File: src/rtl/ptmr_pkg.sv
package ptmr_pkg;

    localparam int BUS_W = 16;

    // control bit positions, decoded by the mode logic
    localparam int BIT_ON    = 15;
    localparam int BIT_GATE  = 7;
    localparam int BIT_PS_HI = 5;
    localparam int BIT_PS_LO = 4;
    localparam int BIT_SYNC  = 2;
    localparam int BIT_SRC   = 1;

    localparam logic [BUS_W-1:0] CTRL_MASK = 16'h80B6;
    localparam logic [BUS_W-1:0] PERIOD_RST = 16'hFFFF;

    typedef enum logic [1:0] {
        OP_WRITE = 2'd0,
        OP_CLR   = 2'd1,
        OP_SET   = 2'd2,
        OP_INV   = 2'd3
    } wr_op_e;

    typedef enum logic [1:0] {
        SEL_CTRL   = 2'd0,
        SEL_COUNT  = 2'd1,
        SEL_PERIOD = 2'd2,
        SEL_STATUS = 2'd3
    } reg_sel_e;

    typedef enum logic [1:0] {
        ST_IDLE      = 2'd0,
        ST_RUN_INT   = 2'd1,
        ST_RUN_GATED = 2'd2,
        ST_RUN_EXT   = 2'd3
    } tmr_state_e;

    function automatic logic [BUS_W-1:0] apply_op(
        input wr_op_e           op,
        input logic [BUS_W-1:0] cur,
        input logic [BUS_W-1:0] wd
    );
        logic [BUS_W-1:0] res;
        unique case (op)
            OP_WRITE: res = wd;
            OP_CLR:   res = cur & ~wd;
            OP_SET:   res = cur | wd;
            OP_INV:   res = cur ^ wd;
        endcase
        return res;
    endfunction

endpackage

File: src/rtl/ptmr_edge_sync.sv
module ptmr_edge_sync #(
    parameter int DEPTH = 3
) (
    input  logic clk,
    input  logic rst_n,
    input  logic d,
    input  logic early,
    output logic rise
);
    localparam int TAP_A = DEPTH - 3;
    localparam int TAP_B = DEPTH - 2;
    localparam int TAP_C = DEPTH - 1;

    logic [DEPTH-1:0] chain;

    always_ff @(posedge clk or negedge rst_n) begin
        if (!rst_n) begin
            chain <= '0;
        end else begin
            chain <= {chain[DEPTH-2:0], d};
        end
    end

    // early path skips one flop of latency; late path uses full chain
    assign rise = early ? (chain[TAP_A] & ~chain[TAP_B])
                        : (chain[TAP_B] & ~chain[TAP_C]);

endmodule

File: src/rtl/ptmr_level_sync.sv
module ptmr_level_sync #(
    parameter int DEPTH = 3
) (
    input  logic clk,
    input  logic rst_n,
    input  logic d,
    output logic lvl,
    output logic fall
);
    localparam int TAP_B = DEPTH - 2;
    localparam int TAP_C = DEPTH - 1;

    logic [DEPTH-1:0] chain;

    always_ff @(posedge clk or negedge rst_n) begin
        if (!rst_n) begin
            chain <= '0;
        end else begin
            chain <= {chain[DEPTH-2:0], d};
        end
    end

    assign lvl  = chain[TAP_B];
    assign fall = ~chain[TAP_B] & chain[TAP_C];

endmodule

File: src/rtl/ptmr_prescale.sv
module ptmr_prescale #(
    parameter int CW = 8
) (
    input  logic       clk,
    input  logic       rst_n,
    input  logic [1:0] code,
    input  logic       pulse,
    input  logic       clr,
    output logic       tick
);
    localparam logic [CW:0] RATIO_MAX = (CW+1)'(1) << CW;

    logic [CW:0]   ratio;
    logic [CW-1:0] pcnt;
    logic          last;

    always_comb begin
        unique case (code)
            2'd0: ratio = (CW+1)'(1);
            2'd1: ratio = (CW+1)'(8);
            2'd2: ratio = (CW+1)'(64);
            2'd3: ratio = RATIO_MAX;
        endcase
    end

    assign last = ({1'b0, pcnt} == (ratio - 1'b1));
    assign tick = pulse & last;

    always_ff @(posedge clk or negedge rst_n) begin
        if (!rst_n) begin
            pcnt <= '0;
        end else if (clr) begin
            pcnt <= '0;
        end else if (pulse) begin
            pcnt <= last ? '0 : pcnt + 1'b1;
        end
    end

endmodule

File: src/rtl/ptmr_counter.sv
module ptmr_counter #(
    parameter int W = ptmr_pkg::BUS_W
) (
    input  logic         clk,
    input  logic         rst_n,
    input  logic         tick,
    input  logic [W-1:0] period,
    input  logic         load,
    input  logic [W-1:0] load_val,
    input  logic         evt_extra,
    input  logic         flag_wr,
    input  logic         flag_wval,
    output logic [W-1:0] cnt,
    output logic         flag,
    output logic         irq_q
);
    logic at_top;
    logic wrap;

    assign at_top = (cnt == period);
    assign wrap   = tick & at_top;

    always_ff @(posedge clk or negedge rst_n) begin
        if (!rst_n) begin
            cnt <= '0;
        end else if (load) begin
            cnt <= load_val;
        end else if (tick) begin
            cnt <= at_top ? '0 : cnt + 1'b1;
        end
    end

    // hardware events take precedence over a software update
    always_ff @(posedge clk or negedge rst_n) begin
        if (!rst_n) begin
            flag <= 1'b0;
        end else if (wrap | evt_extra) begin
            flag <= 1'b1;
        end else if (flag_wr) begin
            flag <= flag_wval;
        end
    end

    always_ff @(posedge clk or negedge rst_n) begin
        if (!rst_n) begin
            irq_q <= 1'b0;
        end else begin
            irq_q <= flag;
        end
    end

endmodule

File: src/rtl/period_timer.sv
module period_timer
    import ptmr_pkg::*;
#(
    parameter int PS_CW      = 8,
    parameter int SYNC_DEPTH = 3
) (
    input  logic             clk,
    input  logic             rst_n,
    input  logic             gate_in,
    input  logic             ext_clk_in,
    input  logic             bus_wr,
    input  logic [3:0]       bus_addr,
    input  logic [BUS_W-1:0] bus_wdata,
    output logic [BUS_W-1:0] bus_rdata,
    output logic             irq
);

    reg_sel_e         sel;
    wr_op_e           op;
    logic             ctrl_wr;
    logic             per_wr;
    logic             cnt_wr;
    logic             stat_wr;
    logic [BUS_W-1:0] ctrl_q;
    logic [BUS_W-1:0] ctrl_new;
    logic [BUS_W-1:0] period_q;
    logic [BUS_W-1:0] cnt_q;
    logic [BUS_W-1:0] cnt_new;
    logic             flag_q;
    logic             flag_new;
    logic             ps_chg;
    logic             ps_clr;

    tmr_state_e       state_q;
    tmr_state_e       state_nxt;
    logic             src_pulse;
    logic             gate_evt;
    logic             tick;

    logic             ext_rise;
    logic             gate_lvl;
    logic             gate_fall;

    // ---------------- write decode ----------------
    assign sel     = reg_sel_e'(bus_addr[3:2]);
    assign op      = wr_op_e'(bus_addr[1:0]);
    assign ctrl_wr = bus_wr && (sel == SEL_CTRL);
    assign cnt_wr  = bus_wr && (sel == SEL_COUNT);
    assign per_wr  = bus_wr && (sel == SEL_PERIOD);
    assign stat_wr = bus_wr && (sel == SEL_STATUS);

    assign ctrl_new = apply_op(op, ctrl_q, bus_wdata) & CTRL_MASK;
    assign cnt_new  = apply_op(op, cnt_q, bus_wdata);
    assign ps_chg   = ctrl_wr &&
                      (ctrl_new[BIT_PS_HI:BIT_PS_LO] != ctrl_q[BIT_PS_HI:BIT_PS_LO]);
    assign ps_clr   = cnt_wr | ps_chg;

    always_comb begin
        unique case (op)
            OP_WRITE: flag_new = bus_wdata[0];
            OP_CLR:   flag_new = flag_q & ~bus_wdata[0];
            OP_SET:   flag_new = flag_q | bus_wdata[0];
            OP_INV:   flag_new = flag_q ^ bus_wdata[0];
        endcase
    end

    always_ff @(posedge clk or negedge rst_n) begin
        if (!rst_n) begin
            ctrl_q <= '0;
        end else if (ctrl_wr) begin
            ctrl_q <= ctrl_new;
        end
    end

    always_ff @(posedge clk or negedge rst_n) begin
        if (!rst_n) begin
            period_q <= PERIOD_RST;
        end else if (per_wr) begin
            period_q <= apply_op(op, period_q, bus_wdata);
        end
    end

    // ---------------- read mux ----------------
    always_comb begin
        unique case (sel)
            SEL_CTRL:   bus_rdata = ctrl_q;
            SEL_COUNT:  bus_rdata = cnt_q;
            SEL_PERIOD: bus_rdata = period_q;
            SEL_STATUS: bus_rdata = {{(BUS_W-1){1'b0}}, flag_q};
        endcase
    end

    // ---------------- input synchronizers ----------------
    ptmr_edge_sync #(.DEPTH(SYNC_DEPTH)) i_ext_sync (
        .clk   (clk),
        .rst_n (rst_n),
        .d     (ext_clk_in),
        .early (~ctrl_q[BIT_SYNC]),
        .rise  (ext_rise)
    );

    ptmr_level_sync #(.DEPTH(SYNC_DEPTH)) i_gate_sync (
        .clk   (clk),
        .rst_n (rst_n),
        .d     (gate_in),
        .lvl   (gate_lvl),
        .fall  (gate_fall)
    );

    // ---------------- mode state machine ----------------
    always_ff @(posedge clk or negedge rst_n) begin
        if (!rst_n) begin
            state_q <= ST_IDLE;
        end else begin
            state_q <= state_nxt;
        end
    end

    always_comb begin
        if (!ctrl_q[BIT_ON]) begin
            state_nxt = ST_IDLE;
        end else if (ctrl_q[BIT_SRC]) begin
            state_nxt = ST_RUN_EXT;
        end else if (ctrl_q[BIT_GATE]) begin
            state_nxt = ST_RUN_GATED;
        end else begin
            state_nxt = ST_RUN_INT;
        end
    end

    always_comb begin
        src_pulse = 1'b0;
        gate_evt  = 1'b0;
        unique case (state_q)
            ST_IDLE: begin
                src_pulse = 1'b0;
            end
            ST_RUN_INT: begin
                src_pulse = 1'b1;
            end
            ST_RUN_GATED: begin
                src_pulse = gate_lvl;
                gate_evt  = gate_fall;
            end
            ST_RUN_EXT: begin
                src_pulse = ext_rise;
            end
        endcase
    end

    // ---------------- prescaler and counter ----------------
    ptmr_prescale #(.CW(PS_CW)) i_presc (
        .clk   (clk),
        .rst_n (rst_n),
        .code  (ctrl_q[BIT_PS_HI:BIT_PS_LO]),
        .pulse (src_pulse),
        .clr   (ps_clr),
        .tick  (tick)
    );

    ptmr_counter #(.W(BUS_W)) i_count (
        .clk       (clk),
        .rst_n     (rst_n),
        .tick      (tick),
        .period    (period_q),
        .load      (cnt_wr),
        .load_val  (cnt_new),
        .evt_extra (gate_evt),
        .flag_wr   (stat_wr),
        .flag_wval (flag_new),
        .cnt       (cnt_q),
        .flag      (flag_q),
        .irq_q     (irq)
    );

endmodule

File: config.mk
export PLATFORM = sky130hd
export DESIGN_NAME = period_timer
export DESIGN_NICKNAME = d
export VERILOG_FILES = /design/src/rtl/ptmr_pkg.sv /design/src/rtl/ptmr_edge_sync.sv /design/src/rtl/ptmr_level_sync.sv /design/src/rtl/ptmr_prescale.sv /design/src/rtl/ptmr_counter.sv /design/src/rtl/period_timer.sv
export SDC_FILE = /design/constraint.sdc
export NUM_CORES = 1
export LEC_CHECK = 0
export BUFFER_PORTS_ARGS = -buffer_cell sky130_fd_sc_hd__buf_4
export CAP_MARGIN = 20
export CORE_ASPECT_RATIO = 0.5
export CORE_MARGIN = 2
export CORE_UTILIZATION = 62
export DETAILED_ROUTE_END_ITERATION = 10
export GPL_TIMING_DRIVEN = 0
export PLACE_DENSITY = 0.89
export SYNTH_ARGS = -nofsm -noshare
export SYNTH_HDL_FRONTEND = slang
export SYNTH_SLANG_ARGS = --single-unit
File: constraint.sdc
create_clock -name clk -period 3 [get_ports clk]
set_clock_uncertainty 0.15 [all_clocks]
set_input_delay 0.45 -clock clk [delete_from_list [all_inputs] [get_ports clk]]
set_output_delay 0.45 -clock clk [all_outputs]
set_load 0.05 [all_outputs]
Yosys cells after proc, flatten, opt, wreduce, memory -nomap -nowiden
Index checks and enable logic that the tools add are counted.

Bits of input ports: 25. Word-level logic and storage cells: 83. Output and inout port bits: 17. Register bits: 56.

Bitwise gates (word level): 24. Equal/unequal tests: 15. $add $sub $neg: 3. Reduce and logical (&&, ||, !) cells: 12. Multiplexer cells: 20.

Operator list (number): $pmux 16 s4 (4); $and 16x16->16 (3); $mux 16 (3); $or 16x16->16 (3); $xor 16x16->16 (3); $pmux 9 s4 (1); $mux 8 (3); $add 16x1->16 const B (1); $eq 16x16->1 (1); $eq 2x2->1 const B (8); $not 16->16 (1); $eq 8x9->1 (1); $sub 9x1->9 const B (1); $add 8x1->8 const B (1); $eq 2x1->1 const B (4); $logic_not 2->1 (4); $pmux 1 s4 (2); $and 1x1->1 (6); $mux 2 (3); $reduce_bool 2->1 (3); $logic_and 1x1->1 (5); $mux 1 (4); $not 1->1 (4); $or 1x1->1 (3); other kinds (2) (2).

Logic depth before layout (Yosys ltp)
Word-level depth: 8. Mapped depth: 8. Mapped depth without buffers: 7.

Hierarchy
A second synthesis with hierarchy kept.

Cells, all modules: 584. Area, all modules: 5561.6 um^2.

Modules (own cells, without submodules): period_timer (area an instance 3469.6 um^2, cells an instance 350, seq. area each 620.6 um^2, times used 1); ptmr_counter (area an instance 1343.8 um^2, cells an instance 164, seq. area each 450.4 um^2, times used 1); ptmr_prescale (area an instance 561.8 um^2, cells an instance 60, seq. area each 200.2 um^2, times used 1); ptmr_edge_sync (area an instance 97.6 um^2, cells an instance 6, seq. area each 75.1 um^2, times used 1); ptmr_level_sync (area an instance 88.8 um^2, cells an instance 4, seq. area each 75.1 um^2, times used 1).

Worst setup path after synthesis
OpenSTA, ideal clock, no wires.

Kind: input-to-output. Start point: input bus_addr[2]. End point: output bus_rdata[0]. Path slack: 0.349 ns. Stages: 3. Path buffers: 1. Data required time: 2.400 ns. Arrival time: 2.051 ns. Cells stage by stage: clkbuf_1 mux2i_1 o21ai_0.

Word-level cells in the longest chain between the ends: 2. Elaborated cells on any way between the ends: 5. Classes of those cells: eq/ne: 3; mux: 1; reduce/logical: 1.

Ends and longest elaborated chain: start, declared (line period_timer.sv:12) `input logic [3:0] bus_addr,`; $eq 2x2->1 (tied with other cells) (line period_timer.sv:85) `unique case (sel)`; $pmux 16 s4 * (line period_timer.sv:85); end, declared (line period_timer.sv:14) `output logic [BUS_W-1:0] bus_rdata,`.

Every way passes the cells marked *; elsewhere a longest branch is shown, timed or not.

Worst setup path after layout
Start point: input bus_addr[3]. End point: output bus_rdata[2].

The elaborated chain is that of the path after synthesis.

==> metrics.txt <==
worst-path fanout max 10; Pleak about 2.7 nW; ANT cells 0; nets@finish about 760; capture point of the worst reg-to-reg path i_count.cnt[11]$_DFFE_PN0P_; setup tns final 0 ns; RSZ-0062 raised after global routing no; Synthesized Nets 710; worst setup path start bus_addr[3]; outcome completed; drt wl/cell 20.39 um; worst skew pair latency 0.32 ns; Peak VDD IR 0.3620 mV; synthesized area per cell 8.864 sq um; CTS tree yes; Worst Reg2Reg Path Length in Cells 5; Root Driver clkbuf_16; die area 9455 sq um; # DRC 0; I/O pin cnt 42; Rows 23; Post-DP Area a little under 6000 sq um; Post-synth ARST share 1.000; Crit Path Class in -> out; Buf/Inv on CP 4; Critical Path Stages 7; routability cong. 0.9813; Worst Setup End Kind output port; Worst EP required 2.40 ns; Synth cell types 54; Design Area, Final 5959 sq um; Slew HR 0.2892; Port Buffer Count 40; Die Y-Extent 69.77 um; TritonCTS Sinks 56; CORE AREA 8202 sq um; Syn Inst Count 605; max-cap violations 0; gr ovfl total 0; crit-path cells clkbuf_1 > inv_1 > nor2_2 > clkbuf_2 > nand2_1 > o21ai_0 > buf_4; Slew Limit Fails 0; Area Overhead vs Synth 11.13%; post-route ant nets 0; CTS H-tree depth 2; number of synthesized flops with an enable pin 0; Post-Syn Area 5363 sq um; CP max stage delay 0.44 ns; startpoint types input port; pin count of the biggest net entering global routing 57; initial DRC count 817; PwrDens 546.5 nW/um^2; largest delay contributor family on the critical path buffers and inverters; final WL 15.60 mm; Reg2Reg Launch Point i_count.cnt[5]$_DFFE_PN0P_; Critical Path AT 2.25 ns; Longest Clk Path Bufs 2; hold buffers post-CTS 0; vias post-DR roughly 5000; TritonCTS Buffers 5; Initial Util 0.6539; sequential fraction of the synthesis area 0.2650; Worst-Margin Slew 1.056 ns; Die W 135.5 um; Final setup viols 0; CP max-delay cell nor2_2; crit path capture bus_rdata[2]; Post-DP HPWL 11.00 mm; layout cells sized above 1 0.1700; Post-CTS Setup Bufs 0; first-pass GRT wire length 24.43 mm; number of global-route vias before repair between 4000 and 5000; Ys Warns 0; initial antenna violation count 0; final hold vios 0; worst min-delay path class in -> async; highest clock rate 0.3504 GHz; fin crit share 0.9513; main flop type after synthesis dfrtp_1; Vias/cell around 6.6; Synth Register Bits 56; total track usage 0.3333; 1st-pass router iterations 6; Reg2Reg Setup Slack between 0.4 and 0.5 ns; Clock Pin Slew Worst Setup and Hold Paths 0.08 ns; post-route minimum period roughly 2.9 ns
## cells by family (layout without fill, tap and decap cells)
| family | after synthesis | in the layout | share of synthesized area |
|---|---|---|---|
| flip-flops | 56 | 56 | 0.2650 |
| buffers and inverters | 117 | 165 | 0.08703 |
| multiplexers | 29 | 29 | 0.1031 |
| AND/OR/NAND/NOR | 146 | 146 | 0.1346 |
| XOR/XNOR | 24 | 24 | 0.03920 |
| AO/OA/AOI/OAI | 153 | 153 | 0.1843 |
| adder cells (fa/ha/maj) | 80 | 80 | 0.1867 |
## how the worst min path moves through the flow
stage | cells after the start | end | startpoint | slack, ns
6_report | 1 | ctrl_q[15]$_DFFE_PN0P_ | rst_n | 0.05
5_1_grt | 1 | i_gate_sync.chain[0]$_DFF_PN0_ | gate_in | 0.07
4_1_cts | 1 | i_gate_sync.chain[0]$_DFF_PN0_ | rst_n | 0.08
3_5_place_dp | 0 | i_gate_sync.chain[1]$_DFF_PN0_ | i_gate_sync.chain[0]$_DFF_PN0_ | 0.20
3_3_place_gp | 0 | i_gate_sync.chain[1]$_DFF_PN0_ | i_gate_sync.chain[0]$_DFF_PN0_ | 0.18
2_1_floorplan | 0 | ctrl_q[15]$_DFFE_PN0P_ | rst_n | 0.004
## timing repair
action                     4_1_cts  5_1_grt
setup endpoints to repair       10       10
gates resized for setup          1        2
pin swaps                        0        0
hold endpoints to repair         0        0
## per-stage QoR
stage	power, mW	hold slack (ns)	worst slack [ns]	std cells	utilization
after detailed placement	2.548	0.1958	-0.1172	757	0.7076
after global placement	2.459	0.1831	-0.1853	757	0.7076
after global routing	3.408	0.07264	0.06440	765	0.7266
after CTS	3.202	0.08142	0.05861	765	0.7265
final	3.257	0.05362	0.1461	765	0.7266
after floorplan	2.111	0.004409	0.3490	605	-
## cells in the mapped netlist (3+ instances only)
master    instances  area [sq um]
ha_1             80          1001
inv_1            76         285.3
a21oi_1          64         320.3
nand2_1          44         165.2
dfrtp_1          40          1001
nor2_1           33         123.9
o21ai_0          24         120.1
clkbuf_1         23         86.33
mux4_2           21         473.0
xor2_1           19         166.4
a211oi_1         16         120.1
dfstp_2          16         420.4
nor3_1           14         70.07
nand3_1          11         55.05
buf_2            10         50.05
a22o_1            9         78.83
nand4_1           9         56.30
a32oi_1           8         70.07
mux2i_1           8         80.08
nor4_1            7         43.79
o31ai_1           7         52.55
a22oi_1           5         37.54
a31oi_1           5         31.28
and3_1            5         31.28
nand2b_1          5         31.28
xnor2_1           5         43.79
nor2b_1           4         25.02
buf_1             3         11.26
o21ai_1           3         15.01
## placed cells by master, fill, tap and decap left out, types with 9 or more instances in the layout
cell and instances:
nor3_1 14, dfrtp_1 40, dfstp_2 16, ha_1 80
a21oi_1 64, xor2_1 19, nand3_1 11, nor2_1 32
nand4_1 9, a22o_1 9, nand2_1 44, inv_1 76
o21ai_0 24, mux4_2 21, clkbuf_1 22, buf_2 10
a211oi_1 16, buf_4 42
## state kept, by name, summed over array words and instances, names as in the netlist
register	count
i_presc.pcnt	8
i_gate_sync.chain	3
state_q	2
i_count.cnt	16
period_q	16
i_count.flag	1
i_count.irq_q	1
ctrl_q	6
i_ext_sync.chain	3
## report_power, final
group | switching (mW) | internal [mW] | leakage (nW)
clock network | 0.337 | 0.319 | 0.0719
registers | 0.237 | 0.941 | 0.639
logic | 0.869 | 0.554 | 2.03
## layer usage
metal,vias to the layer above,wire (um),global-route usage
li1,2243,-,-
met1,2397,6267,0.4452
met2,320,6966,0.5166
met3,63,1822,0.08041
met4,0,543,0.1493
met5,-,0,0
## area by class of cell
type / count / area (sq um)
Inverter: 78 / 292.8
Multi-Input combinational cell: 432 / 3477
Tap cell: 112 / 140.1
Sequential cell: 56 / 1421
Timing Repair Buffer: 40 / 300.3
Clock buffer: 5 / 125.1
Clock inverter: 3 / 27.53
Fill cell: 606 / 2242
Buffer: 39 / 175.2
(Power assumes the default switching activity.)
